$ cat config.mk
export PLATFORM = sky130hd
export DESIGN_NAME = spim_master
export DESIGN_NICKNAME = d
export VERILOG_FILES = /design/src/rtl/spim_pkg.sv /design/src/rtl/spim_tick.sv /design/src/rtl/spim_bufs.sv /design/src/rtl/spim_engine.sv /design/src/rtl/spim_master.sv
export SDC_FILE = /design/constraint.sdc
export NUM_CORES = 1
export LEC_CHECK = 0
export BUFFER_PORTS_ARGS = -buffer_cell sky130_fd_sc_hd__buf_2
export CAP_MARGIN = 20
export CORE_MARGIN = 2
export CORE_UTILIZATION = 57
export CTS_CLUSTER_SIZE = 28
export DETAILED_ROUTE_END_ITERATION = 16
export GPL_TIMING_DRIVEN = 0
export PLACE_DENSITY = 0.8
export SLEW_MARGIN = 20
export SYNTH_ARGS = -nofsm -noshare
export SYNTH_HDL_FRONTEND = slang
export SYNTH_SLANG_ARGS = --single-unit
export TNS_END_PERCENT = 1
$ cat constraint.sdc
create_clock -name clk -period 3.1 [get_ports clk]
set_input_delay 0 -clock clk [delete_from_list [all_inputs] [get_ports clk]]
set_output_delay 0 -clock clk [all_outputs]
set_load 0.1 [all_outputs]
$ cat src/rtl/spim_pkg.sv
package spim_pkg;
  typedef enum logic [1:0] {
    DIR_FULL = 2'd0,
    DIR_TXO  = 2'd1,
    DIR_RXO  = 2'd2,
    DIR_RSV  = 2'd3
  } dir_e;
endpackage

$ cat src/rtl/spim_tick.sv
module spim_tick #(
  parameter int HALF_DIV = 4
) (
  input  logic clk,
  input  logic rst,
  input  logic run,
  output logic tick
);
  localparam int CW = (HALF_DIV > 1) ? $clog2(HALF_DIV) : 1;
  localparam logic [CW-1:0] TOP = CW'(HALF_DIV - 1);

  logic [CW-1:0] cnt_q;

  always_ff @(posedge clk) begin
    if (rst || !run)    cnt_q <= '0;
    else if (cnt_q == TOP) cnt_q <= '0;
    else                cnt_q <= cnt_q + 1'b1;
  end

  assign tick = run && (cnt_q == TOP);
endmodule

$ cat src/rtl/spim_bufs.sv
module spim_bufs #(
  parameter int DW = 8
) (
  input  logic          clk,
  input  logic          rst,
  input  logic          wr_en,
  input  logic [DW-1:0] wr_data,
  input  logic          rd_en,
  input  logic          clr_ovr,
  input  logic          tx_pop,
  input  logic          rx_push,
  input  logic [DW-1:0] rx_word,
  output logic [DW-1:0] tx_word,
  output logic [DW-1:0] rd_data,
  output logic          tbe,
  output logic          rbne,
  output logic          ovr
);
  logic          tx_full_q;
  logic [DW-1:0] tx_q;
  logic [DW-1:0] rx_q;
  logic          rbne_q;
  logic          ovr_q;

  // transmit holding register: a write into a full register is dropped
  always_ff @(posedge clk) begin
    if (rst) begin
      tx_full_q <= 1'b0;
      tx_q      <= '0;
    end else if (wr_en && !tx_full_q) begin
      tx_full_q <= 1'b1;
      tx_q      <= wr_data;
    end else if (tx_pop) begin
      tx_full_q <= 1'b0;
    end
  end

  // receive holding register: the older word wins on overrun
  always_ff @(posedge clk) begin
    if (rst) begin
      rx_q   <= '0;
      rbne_q <= 1'b0;
      ovr_q  <= 1'b0;
    end else begin
      if (rd_en) rbne_q <= 1'b0;
      if (rx_push && !rbne_q) begin
        rx_q   <= rx_word;
        rbne_q <= 1'b1;
      end
      if (rx_push && rbne_q)        ovr_q <= 1'b1;
      else if (clr_ovr && !rbne_q)  ovr_q <= 1'b0;
    end
  end

  assign tx_word = tx_q;
  assign rd_data = rx_q;
  assign tbe     = !tx_full_q;
  assign rbne    = rbne_q;
  assign ovr     = ovr_q;

  assert_read_clears_R2: assert property (@(posedge clk) disable iff (rst)
    rd_en && rbne_q |=> !rbne_q);

  assert_unread_word_held_R7: assert property (@(posedge clk) disable iff (rst)
    rbne_q && !rd_en |=> $stable(rx_q));

  assert_overrun_needs_full_R7: assert property (@(posedge clk) disable iff (rst)
    $rose(ovr_q) |-> $past(rbne_q));
endmodule

$ cat src/rtl/spim_engine.sv
module spim_engine
  import spim_pkg::*;
#(
  parameter int DW = 8
) (
  input  logic          clk,
  input  logic          rst,
  input  logic          enable,
  input  dir_e          dir_sel,
  input  logic          cpol,
  input  logic          cpha,
  input  logic          fmode,
  input  logic          tick,
  input  logic          tbe,
  input  logic [DW-1:0] tx_word,
  input  logic          miso,
  output logic          active,
  output logic          tx_pop,
  output logic          rx_push,
  output logic [DW-1:0] rx_word,
  output logic          sck,
  output logic          mosi,
  output logic          nss
);
  localparam int HW = $clog2(2 * DW + 3);
  localparam logic [HW-1:0] HDR_HALVES = HW'(2);
  localparam logic [HW-1:0] LAST_HALF  = HW'(2 * DW - 1);

  logic          act_q;
  logic [HW-1:0] hcnt_q;
  dir_e          dir_q;
  logic          cpha_q;
  logic          fm_q;
  logic [DW-1:0] tx_sh;
  logic [DW-1:0] rx_sh;
  logic          mosi_q;
  logic          sck_q;
  logic          nss_q;

  logic [HW-1:0] off, dpos, hcnt_n;
  logic          in_data, lead_e, trail_e, last_e, smp, shf;
  logic          start_ok, load, new_cpha, new_cpol;
  logic          act_n, fm_n, nss_n, sck_n;
  logic [DW-1:0] load_word;

  // position of the current half period inside the data part of the frame
  always_comb begin
    off     = fm_q ? HDR_HALVES : '0;
    in_data = hcnt_q >= off;
    dpos    = hcnt_q - off;
    lead_e  = tick && act_q && in_data && !dpos[0];
    trail_e = tick && act_q && in_data &&  dpos[0];
    last_e  = trail_e && (dpos == LAST_HALF);
    smp     = cpha_q ? trail_e : lead_e;
    shf     = cpha_q ? lead_e  : (trail_e && !last_e);
  end

  // frame start policy: receive-only free-runs, the others need a word
  always_comb begin
    start_ok  = enable && ((dir_sel == DIR_RXO) || !tbe);
    load      = start_ok && (!act_q || last_e);
    new_cpha  = fmode | cpha;
    new_cpol  = cpol & ~fmode;
    load_word = (dir_sel == DIR_RXO) ? '0 : tx_word;
  end

  always_comb begin
    act_n  = load ? 1'b1 : (last_e ? 1'b0 : act_q);
    hcnt_n = (load || last_e) ? '0 : ((act_q && tick) ? hcnt_q + 1'b1 : hcnt_q);
    fm_n   = (load || !act_q) ? fmode : fm_q;
    nss_n  = fm_n ? (act_n && (hcnt_n < HDR_HALVES)) : !act_n;
    if (act_q && tick) sck_n = ~sck_q;
    else if (!act_q)   sck_n = new_cpol;
    else               sck_n = sck_q;
  end

  always_ff @(posedge clk) begin
    if (rst) begin
      act_q  <= 1'b0;
      hcnt_q <= '0;
      dir_q  <= DIR_FULL;
      cpha_q <= 1'b0;
      fm_q   <= 1'b0;
      tx_sh  <= '0;
      rx_sh  <= '0;
      mosi_q <= 1'b0;
      sck_q  <= 1'b0;
      nss_q  <= 1'b1;
    end else begin
      act_q  <= act_n;
      hcnt_q <= hcnt_n;
      fm_q   <= fm_n;
      nss_q  <= nss_n;
      sck_q  <= sck_n;
      if (load) begin
        dir_q  <= dir_sel;
        cpha_q <= new_cpha;
        rx_sh  <= '0;
        if (new_cpha) begin
          tx_sh <= load_word;
        end else begin
          tx_sh  <= load_word << 1;
          mosi_q <= load_word[DW-1];
        end
      end else begin
        if (smp) rx_sh <= {rx_sh[DW-2:0], miso};
        if (shf) begin
          mosi_q <= tx_sh[DW-1];
          tx_sh  <= tx_sh << 1;
        end
      end
    end
  end

  assign active  = act_q;
  assign tx_pop  = load && (dir_sel != DIR_RXO);
  assign rx_push = last_e && (dir_q != DIR_TXO);
  assign rx_word = cpha_q ? {rx_sh[DW-2:0], miso} : rx_sh;
  assign sck     = sck_q;
  assign mosi    = mosi_q;
  assign nss     = nss_q;

  assert_pop_needs_word_R4: assert property (@(posedge clk) disable iff (rst)
    tx_pop |-> !tbe);

  assert_sck_paced_by_tick_R3: assert property (@(posedge clk) disable iff (rst)
    act_q && !tick |=> $stable(sck_q));

  assert_txonly_no_push_R8: assert property (@(posedge clk) disable iff (rst)
    rx_push |-> (dir_q != DIR_TXO));
endmodule

$ cat src/rtl/spim_master.sv
module spim_master
  import spim_pkg::*;
#(
  parameter int DW       = 8,
  parameter int HALF_DIV = 4
) (
  input  logic          clk,
  input  logic          rst,
  input  logic          enable,
  input  logic [1:0]    dir_sel,
  input  logic          cpol,
  input  logic          cpha,
  input  logic          frame_mode,
  input  logic          wr_en,
  input  logic [DW-1:0] wr_data,
  input  logic          rd_en,
  input  logic          clr_ovr,
  output logic [DW-1:0] rd_data,
  output logic          tbe,
  output logic          rbne,
  output logic          ovr,
  input  logic          miso,
  output logic          sck,
  output logic          mosi,
  output logic          nss
);
  logic          active, tick, tx_pop, rx_push;
  logic [DW-1:0] tx_word, rx_word;

  spim_tick #(.HALF_DIV(HALF_DIV)) u_tick (
    .clk (clk),
    .rst (rst),
    .run (active),
    .tick(tick)
  );

  spim_bufs #(.DW(DW)) u_bufs (
    .clk    (clk),
    .rst    (rst),
    .wr_en  (wr_en),
    .wr_data(wr_data),
    .rd_en  (rd_en),
    .clr_ovr(clr_ovr),
    .tx_pop (tx_pop),
    .rx_push(rx_push),
    .rx_word(rx_word),
    .tx_word(tx_word),
    .rd_data(rd_data),
    .tbe    (tbe),
    .rbne   (rbne),
    .ovr    (ovr)
  );

  spim_engine #(.DW(DW)) u_engine (
    .clk    (clk),
    .rst    (rst),
    .enable (enable),
    .dir_sel(dir_e'(dir_sel)),
    .cpol   (cpol),
    .cpha   (cpha),
    .fmode  (frame_mode),
    .tick   (tick),
    .tbe    (tbe),
    .tx_word(tx_word),
    .miso   (miso),
    .active (active),
    .tx_pop (tx_pop),
    .rx_push(rx_push),
    .rx_word(rx_word),
    .sck    (sck),
    .mosi   (mosi),
    .nss    (nss)
  );
endmodule

==> metrics, run 1 <==
DIE AREA=0.004822 mm²; DP HPWL=3436 µm; mean cell area of the mapped netlist=9.041 µm²; Worst Tran Pin Value=0.9784 ns; min Tclk post-route=2.751 ns; total net switching power=0.3278 mW; filler instances=312; CTS H-Tree Depth=2; Warnings, synthesis=0; switching power as a share of total power=0.2354; first-pass iteration count of the detailed router=4; CTS Buf Count=5; share of power burned in registers=0.480; Root Driver=sky130_fd_sc_hd__clkbuf_8; number of buffers inserted by port buffering=32; cell area after technology mapping=0.002441 mm²; Post-route DRC=0; Resize count post-CTS=0; initial antenna violation count=0; final number of setup-violating endpoints=0; maximum clock rate=363.5 MHz; Std-Cell Rows=23; total area of multi-input combinational cells=0.001331 mm²; vias in the first global route=1,896; vias after detailed routing=2,085; Critical Path Fanout Max=7; top area cells in the synthesized netlist=sky130_fd_sc_hd__dfxtp_1 41%, sky130_fd_sc_hd__mux2i_1 9.8%, sky130_fd_sc_hd__nor2_1 4.0%; Post-CTS Hold Fix Bufs=14; y dimension of the die=69.44 µm; final worst hold slack=0.01684 ns; worst setup path class=reg -> reg; global-route wire length before repair=8556 µm; Peak supply drop=0.0003426 V; CP startpoint kind=register; CTS tree=built; fraction of the yosys area taken by sequential cells=0.4100; via density per instance=5.575; Final Hold Viols=0; area share of the largest cell type after synthesis=0.4100; total power consumption of the routed design=1.393 mW; number of instances in the synthesized netlist=270; routed length per placed instance=13.35 µm; io pins=34; Min-Delay Path Class=in -> reg; cell leakage power=1.170 nW; internal power summed over all cells=1.065 mW; relative slew slack=0.3422; unrepaired setup endpoints after global routing=false; Area Overhead vs Synth=20.71%; total core area=0.004058 mm²; die width=69.44 µm; status=finished clean; flip-flop and latch count after synthesis=50; total congestion overflow=0; combinational share of power=0.117; Max Buffers Root-to-Sink=2; fraction of registers with async set/reset=0; Worst-Skew Late Latency=0.30 ns; type of element capturing the critical path=register; most used flip-flop cell after synthesis=sky130_fd_sc_hd__dfxtp_1; most common cell after layout, fill and taps aside=sky130_fd_sc_hd__dfxtp_1; EDFF count, synth=0; leading cell types in the layout, fill and taps excluded=50 x sky130_fd_sc_hd__dfxtp_1, 37 x sky130_fd_sc_hd__buf_2, 26 x sky130_fd_sc_hd__nor2_1; arrival time reported for the critical path endpoint=2.95 ns; relative contribution of the clock network to total power=0.403; final core utilization=0.7262; number of design-rule violations left by the first detailed-router iteration=154; setup tns final=0 ns; Post-layout nets=347; routability congestion estimate=0.7879; CTS sink cnt=50; number of routed nets with antenna violations=0; number of maximum-capacitance constraint violations=0; pins over their slew limit=0; Clock Pin Slew Worst Setup and Hold Paths=0.09 ns; power per standard cell area=472.7 mW/mm²; number of different library cells in the post-synthesis netlist=52; most area-hungry cell type in the Yosys netlist=sky130_fd_sc_hd__dfxtp_1; synthesized net count=294; initial cell density of the core=0.6016; antenna diode instance count=0; GRT Total Usage=0.2173; layout cells sized above 1=0.1883; WL final=4994 µm; final worst-path cycle share=0.8874; clk_skew=0.008793 ns; area taken by flip-flops and latches=0.001001 mm²; pin count of the biggest net entering global routing=16; required time of the critical path=3.30 ns; number of buffers added for setup after CTS=0
-- metal layers --
| metal | share of wire | vias up | track usage | wire length [µm] |
|---|---|---|---|---|
| met2 | 0.47 | 53 | 0.3643 | 2356 |
| li1 | - | 1082 | - | - |
| met3 | 0.047 | 6 | 0.04942 | 233 |
| met5 | 0 | - | 0 | 0 |
| met1 | 0.47 | 944 | 0.2815 | 2347 |
| met4 | 0.011 | 0 | 0.05882 | 57 |
-- final timing paths --
path,start,endpoint,slack [ns],depth (start not counted)
worst min-delay path,rd_en,u_bufs.rbne,0.02,4
worst max register to register,u_engine.hcnt_q[1],u_engine.nss,0.35,8
worst max-delay path,u_engine.hcnt_q[1],u_engine.nss,0.35,8
worst min register to register,u_tick.cnt_q[0],u_tick.cnt_q[0],0.43,1
-- flip-flops by register name (all words and copies together) (netlist names), 2 cells and up --
signal           cells
u_engine.tx_sh       8
u_tick.cnt_q         2
u_bufs.rd_data       8
u_bufs.tx_word       8
u_engine.rx_sh       8
u_engine.dir_q       2
u_engine.hcnt_q      5
-- logic make-up (layout without fill, tap and decap cells) --
logic type	Yosys count	in the layout	share of synthesized area
buffers and inverters	23	77	0.04459
AOI/OAI and AO/OA	55	55	0.1507
and+or+nand+nor	105	105	0.2404
xor gates and xnor gates	9	9	0.03537
muxes	24	24	0.09841
DFF	50	50	0.4100
adders and majority gates	4	4	0.02050
-- worst max-delay path, cell delays in order, from the launching register on --
cell and delay [ns]:
sky130_fd_sc_hd__dfxtp_1 0.43, sky130_fd_sc_hd__inv_1 0.07, sky130_fd_sc_hd__ha_1 0.19, sky130_fd_sc_hd__ha_1 0.20, sky130_fd_sc_hd__or3b_4 0.26, sky130_fd_sc_hd__nand3_4 0.11
sky130_fd_sc_hd__o31ai_1 0.85, sky130_fd_sc_hd__nor3_1 0.14, sky130_fd_sc_hd__a311o_1 0.39
-- metrics by stage --
step / area, µm² / worst slack (ns) / instances
floorplan: 2441 / 0.8178 / 270
global route: 2947 / 0.2405 / 374
CTS: 2947 / 0.3941 / 374
detailed placement: 2664 / 0.4287 / 352
finish: 2947 / 0.3491 / 374
global placement: 2664 / 0.4251 / 352
-- power by group through the flow --
stage / clock network [mW] / registers (mW) / logic (mW)
6_report: 0.561 / 0.669 / 0.163
3_5_place_dp: 0 / 0.684 / 0.148
3_3_place_gp: 0 / 0.683 / 0.146
2_1_floorplan: 0 / 0.696 / 0.0960
5_1_grt: 0.601 / 0.672 / 0.179
4_1_cts: 0.572 / 0.669 / 0.161
-- cell type report --
type,count,share of cell area
Multi-Input combinational cell,197,0.4518
Sequential cell,50,0.3397
Timing Repair Buffer,46,0.1019
Buffer,19,0.03185
Clock buffer,6,0.02803
Tap cell,50,0.02123
Clock inverter,2,0.02038
Inverter,4,0.005096
-- synthesized netlist by cell type (2+ instances only) --
cell / n
sky130_fd_sc_hd__a311oi_1: 2
sky130_fd_sc_hd__clkbuf_1: 9
sky130_fd_sc_hd__nor2_1: 26
sky130_fd_sc_hd__nand2b_1: 10
sky130_fd_sc_hd__o21ai_1: 2
sky130_fd_sc_hd__xor2_1: 5
sky130_fd_sc_hd__nand2_1: 19
sky130_fd_sc_hd__o31ai_1: 2
sky130_fd_sc_hd__buf_2: 5
sky130_fd_sc_hd__dfxtp_1: 50
sky130_fd_sc_hd__nand3b_1: 2
sky130_fd_sc_hd__nor3_1: 12
sky130_fd_sc_hd__o21ai_0: 7
sky130_fd_sc_hd__nor3b_1: 2
sky130_fd_sc_hd__inv_1: 4
sky130_fd_sc_hd__or2_2: 2
sky130_fd_sc_hd__or4_1: 7
sky130_fd_sc_hd__a21oi_1: 17
sky130_fd_sc_hd__xnor2_1: 3
sky130_fd_sc_hd__mux2i_1: 24
sky130_fd_sc_hd__ha_1: 4
sky130_fd_sc_hd__nor2b_1: 3
sky130_fd_sc_hd__nand4_1: 3
sky130_fd_sc_hd__buf_4: 4
sky130_fd_sc_hd__a211oi_1: 10
sky130_fd_sc_hd__or3b_2: 2
sky130_fd_sc_hd__o221ai_1: 4
sky130_fd_sc_hd__nand3_1: 4
sky130_fd_sc_hd__o211ai_1: 3
Note: power is estimated with default switching activity, not from simulation.
==> run 2: changes to the inputs <==
==> constraint.sdc (replaced) <==
create_clock -name clk -period 3.1 [get_ports clk]
set_input_delay 0.31 -clock clk [delete_from_list [all_inputs] [get_ports clk]]
set_output_delay 0.31 -clock clk [all_outputs]
set_load 0.1 [all_outputs]
==> run 2 against run 1 <==
- register-to-register slack is essentially flat
- total power shrank 0.94%
- critical path depth is the same
- combinational power shrank 9%
- routed wire length shrank 2.9%
- design area shrank 4.8%
- worst setup slack gained 0.0038 ns
- via count shrank 3.3%
- worst hold slack gained 0.22 ns
- first-iteration DRC count shrank 3.2%
- sequential share of layout area grew 1.7 points
- core utilization shrank 3.5 points
- critical endpoint unchanged
- highest routed layer unchanged
==> metrics, run 2 (synthesis gave the netlist of run 1 again) <==
routed length per placed instance=13.46 µm; initial cell density of the core=0.6016; worst setup path startpoint=u_engine.hcnt_q[1]; Worst-Skew Late Latency=0.30 ns; total core area=0.004058 mm²; Worst Tran Pin Value=0.9728 ns; Critical Path Fanout Max=7; DP HPWL=3436 µm; number of buffers inserted by port buffering=32; R2R Path Start=u_engine.hcnt_q[1]; min Tclk post-route=2.747 ns; pin count of the biggest net entering global routing=16; filler instances=343; Final Hold Viols=0; global-route wire length before repair=8252 µm; Peak supply drop=0.0003009 V; critical path's most frequent cell=sky130_fd_sc_hd__ha_1; first-pass iteration count of the detailed router=4; Clock Pin Slew Worst Setup and Hold Paths=0.09 ns; origin of the worst min-delay path=wr_data[4]; Critical path destination=u_engine.nss; fraction of met1 tracks used by global routing=0.2751; pins over their slew limit=0; Area Overhead vs Synth=14.97%; status=finished clean; worst r2r path cells=8; clk_skew=0.004376 ns; most crowded layer after global routing=met2; routability congestion estimate=0.7879; Post-layout nets=333; count of placed standard cells in the final layout, fillers left out=360; series of cell instances along the critical path=inv_1, ha_1, ha_1, or3b_4, nand3_4, o31ai_1, nor3_1, a311o_1; Post-CTS Hold Fix Bufs=0; setup tns final=0 ns; number of routed nets with antenna violations=0; GRT Total Usage=0.2103; met3 routing resource usage after global routing=0.04942; maximum clock rate=364.0 MHz; CTS H-Tree Depth=2; power per standard cell area=491.6 mW/mm²; number of buffers added for setup after CTS=0; slowest cell on the critical path=sky130_fd_sc_hd__o31ai_1; io pins=34; Std-Cell Rows=23; vias in the first global route=1,833; Max Buffers Root-to-Sink=2; Resize count post-CTS=0; maximum single-stage delay on the critical path=0.85 ns; initial antenna violation count=0; die width=69.44 µm; worst setup path class=reg -> reg; met2 track demand over resource=0.3472; count of placed standard cells including taps=352; CP startpoint kind=register; WL final=4847 µm; RR Endpoint=u_engine.nss; leading cell types in the layout, fill and taps excluded=50 x sky130_fd_sc_hd__dfxtp_1, 37 x sky130_fd_sc_hd__buf_2, 26 x sky130_fd_sc_hd__nor2_1; cell leakage power=1.111 nW; type of element capturing the critical path=register; CTS sink cnt=50; Min-Delay Path Class=in -> reg; Post-route DRC=0; final number of setup-violating endpoints=0; arrival time reported for the critical path endpoint=2.95 ns; layout cells sized above 1=0.1968; CTS tree=built; unrepaired setup endpoints after global routing=false; total congestion overflow=0; CTS Buf Count=5; y dimension of the die=69.44 µm; setup slack of the worst register-to-register path=0.35 ns; required time of the critical path=3.30 ns; final worst-path cycle share=0.8862; area taken by flip-flops and latches=0.001001 mm²; Root Driver=sky130_fd_sc_hd__clkbuf_8; number of design-rule violations left by the first detailed-router iteration=149; total area of multi-input combinational cells=0.001331 mm²; DIE AREA=0.004822 mm²; antenna diode instance count=0; vias after detailed routing=2,016; number of maximum-capacitance constraint violations=0; most common cell after layout, fill and taps aside=sky130_fd_sc_hd__dfxtp_1; via density per instance=5.600; relative slew slack=0.3459
## run 2: cell type report
cell class,count,share of cell area
Inverter,4,0.005350
Tap cell,50,0.02229
Sequential cell,50,0.3567
Clock inverter,2,0.02140
Multi-Input combinational cell,197,0.4744
Clock buffer,6,0.02942
Timing Repair Buffer,32,0.05707
Buffer,19,0.03344
## run 2: metal layers
layer,share of wire,up-vias
met5,0,-
met4,0.011,0
met3,0.047,6
met2,0.46,50
met1,0.48,908
li1,-,1052
## run 2: power by group
part           switching, mW  leakage (nW)  internal (mW)
clock                  0.218        0.0714          0.344
combinational         0.0977         0.634         0.0509
sequential            0.0104         0.406          0.659
total                  0.326          1.11           1.05
## run 2: per-stage QoR
step | power [mW] | worst slack [ns] | hold slack, ns | utilization | instance area [µm²]
2_1_floorplan | 0.7924 | 0.8178 | 0.4081 | - | 2441
3_3_place_gp | 0.8292 | 0.4251 | 0.4207 | 0.6565 | 2664
3_5_place_dp | 0.8312 | 0.4287 | 0.4285 | 0.6565 | 2664
4_1_cts | 1.389 | 0.3941 | 0.2234 | 0.6916 | 2806
5_1_grt | 1.437 | 0.2506 | 0.2377 | 0.6916 | 2806
6_report | 1.380 | 0.3529 | 0.2371 | 0.6916 | 2806
## run 2: worst min-delay path by stage
stage | endpoint | depth (start not counted)
after floorplan | u_tick.cnt_q[0] | 1
after global placement | u_tick.cnt_q[0] | 1
after detailed placement | u_tick.cnt_q[0] | 1
after CTS | u_bufs.tx_word[6] | 3
after global routing | u_bufs.tx_word[5] | 3
final | u_bufs.tx_word[4] | 3
## run 2: worst max-delay path: cells and delay by family (launching register included)
family                     cells  cell delay, ns
DFF                            1            0.43
adders and majority gates      2            0.39
buffers and inverters          1            0.07
AOI/OAI and AO/OA              2            1.24
and+or+nand+nor                3            0.51
